<file path="src/rtl/cnt_pkg.sv">
// Shared types for the cascadable counter.
// Assumes: the op encoding is used only inside the counter.
package cnt_pkg;
    typedef enum logic [1:0] {
        OP_HOLD  = 2'd0,
        OP_COUNT = 2'd1,
        OP_LOAD  = 2'd2,
        OP_CLEAR = 2'd3
    } op_t;
endpackage

</file>
<file path="src/rtl/cnt_ctrl.sv">
// Decodes the control inputs into one operation, applying the priority
// clear > preset > count > hold.
// Assumes: all inputs are synchronous to the counter clock, apart from an
// asynchronous clear, which the state register handles itself.
module cnt_ctrl
    import cnt_pkg::*;
(
    input  logic zero_n,
    input  logic preset_n,
    input  logic cnt_en,
    input  logic chain_en,
    output op_t  op
);
    // Priority decode of the operation for the next edge.
    always_comb begin
        if (!zero_n)                 op = OP_CLEAR;
        else if (!preset_n)          op = OP_LOAD;
        else if (cnt_en && chain_en) op = OP_COUNT;
        else                         op = OP_HOLD;
    end
endmodule

</file>
<file path="src/rtl/cnt_state.sv">
// State register of the counter, with next-state selection.
// ASYNC_CLEAR picks an asynchronous or a synchronous clear.
// Assumes: op comes from cnt_ctrl and zero_n is the same clear signal.
module cnt_state
    import cnt_pkg::*;
#(
    parameter int WIDTH       = 4,
    parameter bit ASYNC_CLEAR = 1'b1
) (
    input  logic             clk,
    input  logic             zero_n,
    input  op_t              op,
    input  logic [WIDTH-1:0] preset_val,
    output logic [WIDTH-1:0] count
);
    logic [WIDTH-1:0] nxt;

    // Select the value loaded at the next edge.
    always_comb begin
        case (op)
            OP_CLEAR: nxt = '0;
            OP_LOAD:  nxt = preset_val;
            OP_COUNT: nxt = count + 1'b1;
            default:  nxt = count;
        endcase
    end

    generate
        if (ASYNC_CLEAR) begin : g_async
            // Register that clears at once when zero_n falls.
            always_ff @(posedge clk or negedge zero_n) begin
                if (!zero_n) count <= '0;
                else         count <= nxt;
            end

            AST_ASYNC_ZERO: assert property (@(posedge clk)
                !zero_n |-> count == '0);
        end else begin : g_sync
            // Register whose clear waits for the clock edge.
            always_ff @(posedge clk) begin
                count <= nxt;
            end

            AST_SYNC_ZERO: assert property (@(posedge clk)
                !zero_n |=> count == '0);
        end
    endgenerate
endmodule

</file>
<file path="src/rtl/cnt_carry.sv">
// Carry-out generation for chaining: all-ones count qualified by chain_en.
// Assumes: purely combinational, so the carry follows chain_en in the same cycle.
module cnt_carry #(
    parameter int WIDTH = 4
) (
    input  logic             chain_en,
    input  logic [WIDTH-1:0] count,
    output logic             carry_out
);
    logic all_ones;

    // Detect the terminal value, then gate it with the chain enable.
    always_comb begin
        all_ones  = &count;
        carry_out = chain_en & all_ones;
    end

    always_comb begin
        AST_CARRY_NEEDS_CHAIN: assert (chain_en || !carry_out);
    end
endmodule

</file>
<file path="src/rtl/casc_counter.sv">
// Cascadable presettable binary up-counter.
// Assumes: a single clock. zero_n acts asynchronously when ASYNC_CLEAR=1
// and at the clock edge otherwise. Chain stages by tying carry_out to the
// next stage's chain_en and sharing cnt_en between stages.
module casc_counter
    import cnt_pkg::*;
#(
    parameter int WIDTH       = 4,
    parameter bit ASYNC_CLEAR = 1'b1
) (
    input  logic             clk,
    input  logic             zero_n,
    input  logic             preset_n,
    input  logic             cnt_en,
    input  logic             chain_en,
    input  logic [WIDTH-1:0] preset_val,
    output logic [WIDTH-1:0] count,
    output logic             carry_out
);
    op_t op;

    cnt_ctrl u_ctrl (
        .zero_n   (zero_n),
        .preset_n (preset_n),
        .cnt_en   (cnt_en),
        .chain_en (chain_en),
        .op       (op)
    );

    cnt_state #(.WIDTH(WIDTH), .ASYNC_CLEAR(ASYNC_CLEAR)) u_state (
        .clk        (clk),
        .zero_n     (zero_n),
        .op         (op),
        .preset_val (preset_val),
        .count      (count)
    );

    cnt_carry #(.WIDTH(WIDTH)) u_carry (
        .chain_en  (chain_en),
        .count     (count),
        .carry_out (carry_out)
    );

    AST_PRESET_TAKES_DATA: assert property (@(posedge clk) disable iff (!zero_n)
        !preset_n |=> count == $past(preset_val));
    AST_STEP_UP: assert property (@(posedge clk) disable iff (!zero_n)
        (preset_n && cnt_en && chain_en) |=> count == $past(count) + 1'b1);
    AST_IDLE_HOLD: assert property (@(posedge clk) disable iff (!zero_n)
        (preset_n && !(cnt_en && chain_en)) |=> $stable(count));
    AST_WRAP_TO_ZERO: assert property (@(posedge clk) disable iff (!zero_n)
        (carry_out && cnt_en && preset_n) |=> count == '0);
endmodule

</file>
<file path="config.mk">
export PLATFORM = sky130hd
export DESIGN_NAME = casc_counter
export DESIGN_NICKNAME = d
export VERILOG_FILES = /design/src/rtl/cnt_pkg.sv /design/src/rtl/cnt_ctrl.sv /design/src/rtl/cnt_state.sv /design/src/rtl/cnt_carry.sv /design/src/rtl/casc_counter.sv
export SDC_FILE = /design/constraint.sdc
export NUM_CORES = 1
export LEC_CHECK = 0
export ABC_AREA = 1
export BUFFER_PORTS_ARGS = -buffer_cell sky130_fd_sc_hd__clkbuf_2
export CAP_MARGIN = 20
export CORE_AREA = 2 2 39 41
export DETAILED_ROUTE_END_ITERATION = 7
export DIE_AREA = 0 0 41 43
export GPL_TIMING_DRIVEN = 0
export MAX_ROUTING_LAYER = met4
export SYNTH_ARGS = -nofsm -noshare
export SYNTH_HDL_FRONTEND = slang
export SYNTH_SLANG_ARGS = --single-unit
</file>
<file path="constraint.sdc">
create_clock -name clk -period 2.5 [get_ports clk]
set_clock_uncertainty 0.15 [all_clocks]
set_input_delay 0 -clock clk [delete_from_list [all_inputs] [get_ports clk]]
set_output_delay 0 -clock clk [all_outputs]
set_load 0.02 [all_outputs]
</file>
==> out/qor.yml <==
rsz0062_at_grt: "no"
ys_types: 12
r2r_slack_ps: 580
end_kind: "flip-flop"
cp.required_ps: 2460
postSynthCellCount: 36
largest_reg_flops: 4
fp-row-count: 14
cts-buffers-inserted: 3
crit_path_start_kind: "flip-flop"
die_x_um: 41
port_buffers: 13
status: "completed"
final_max_slew_viol_count: 0
clock_latency_ps: 230
clock_sinks: 4
fin_util: 0.3544
nets: 74
worst_ep_arrival_time_ps: 1890
grt_max_degree: 10
top_register: "u_state.count"
p_leak_nw: 0.2543
yosysSeqAreaShare: 0.3540
worstHoldStart: "chain_en"
ff2ff_path_depth: 5
crit_fanout: 6
drt-total-wl_um: 710
gr-total-overflow: 0
slew_headroom: 0.8560
antenna_cells: 0
ys_ff_latch: 4
criticalPathCategory: "flip-flop to flip-flop"
core-area_um2: 1384
fillCellCount: 151
ant_nets: 0
grt_pass1_wl_mm: 1.193
cts-root-buf: "clkbuf_4"
whs_endpoint: "carry_out"
drt-initial-drc-count: 9
num_io_pins: 14
dpl.hpwl_um: 516.4
gp_congestion: 0.7566
htree_levels: 1
ir_drop_mv: 0.2687
ys_warn_count: 0
r2r-start: "u_state.count[0]"
first_global_vias: 305
period_needed_ps: 1924
syn_avg_cell_area_um2: 7.855
drc_errors: 0
dr.pass1.iters: 4
drive_above_1_share: 0.3710
setup_viol: 0
cts_tree: "built"
worstMarginPinSlew_ps: 216.0
netlist_area_um2: 282.8
clock_path_buffers: 2
powerDensity_nw_per_um2: 416.8
antenna_found_initial: 0
hold_path_depth: 4
wl_per_cell_um: 9.103
clk_pin_slew_ps: 40
finalHoldViolations: 0
start_util: 0.2043
die_y_um: 43
cts_resized: 0
vias: 346
syn_nets: 46
grt_usage: 0.09907
reg_top3: "u_state.count: 4 flops"
r2r_end: "u_state.count[2]"
max_freq_mhz: 519.7
viasPerCell: 4.436
holdCritPathClass: "input pin to output port"
fp.dieArea_um2: 1763
drv_cap: 0
syn2layout_area_growth_pct: 73.45
period_share: 0.7697
fin_setup_tns_ps: 0
metrics by stage:
step	power, W	area [µm²]	worst slack (ps)	instances	hold slack (ps)
5_1_grt	0.0002203	490.5	520.6	78	214.9
3_5_place_dp	0.0001141	367.9	1123	65	-332.7
6_report	0.0002044	490.5	575.7	78	183.4
4_1_cts	0.0002094	490.5	563.0	78	187.2
2_1_floorplan	0.00009692	282.8	1100	36	-445.6
3_3_place_gp	0.0001139	367.9	1127	65	-335.4
cell type report:
cell class              count  area [µm²]  area share
repair buffers             23       165.2      0.3367
multi-input cells          28       163.9      0.3342
flip-flops and latches      4       100.1      0.2041
clock buffers               3       22.52     0.04592
well taps                  16       20.02     0.04082
inverters                   3       11.26     0.02296
plain buffers               1       7.507     0.01531
cell usage in the layout, fill, tap and decap left out:
cell type      instances
clkbuf_2              13
buf_4                  1
nand2_1                7
nand2_2                2
or2_2                  1
inv_1                  3
dlygate4sd3_1         10
nand4_1                5
nor2_1                 1
nand3_2                2
dfrtp_1                4
nand3_1                8
clkbuf_4               3
nor2_4                 1
ha_1                   1
per-layer routing:
metal / global-route usage / up-vias / share of wire / routed length (µm)
met5: - / - / 0 / 0
met4: 0.02000 / 0 / 0 / 0
met3: 0.04712 / 0 / 0.068 / 48
met2: 0.1375 / 12 / 0.44 / 314
met1: 0.1299 / 156 / 0.49 / 347
li1: - / 178 / - / -
kinds of logic after synthesis:
logic type / after synthesis / share of synthesized area
adder cells (fa/ha/maj): 1 / 0.04424
buffers and inverters: 4 / 0.06638
flip-flops: 4 / 0.3540
AND/OR/NAND/NOR: 27 / 0.5354
worst max-delay path, cell delays in order (launching register included):
cell	delay, ps
dfrtp_1	440
ha_1	240
or2_2	300
nand3_2	80
nand3_2	50
dlygate4sd3_1	550
cells in the mapped netlist:
cell | number | area [µm²]
dfrtp_1 | 4 | 100.1
nand2_2 | 2 | 12.51
ha_1 | 1 | 12.51
nand4_1 | 5 | 31.28
nand2_1 | 7 | 26.28
nand3_2 | 2 | 20.02
nand3_1 | 8 | 40.04
buf_4 | 1 | 7.510
nor2_4 | 1 | 11.26
nor2_1 | 1 | 3.750
or2_2 | 1 | 6.260
inv_1 | 3 | 11.26
how the worst max path moves through the flow:
stage	start	to	depth (start not counted)
finish	u_state.count[0]	u_state.count[2]	5
global route	u_state.count[0]	u_state.count[2]	5
CTS	u_state.count[0]	u_state.count[2]	5
detailed placement	u_state.count[0]	u_state.count[2]	4
global placement	u_state.count[0]	u_state.count[2]	4
floorplan	u_state.count[0]	u_state.count[2]	4
power by group:
group          switching, W  internal (W)  leakage, nW  total [W]
clock             0.0000242     0.0000535       0.0138  0.0000777
sequential       0.00000665     0.0000695       0.0529  0.0000761
combinational     0.0000241     0.0000265        0.188  0.0000506
total             0.0000549      0.000149        0.254   0.000204
timing repair:
action | CTS | global route
buffers inserted | 0 | 0
hold buffers | 10 | 0
endpoints found under the hold margin | 8 | 0
Note: power is estimated with default switching activity, not from simulation.
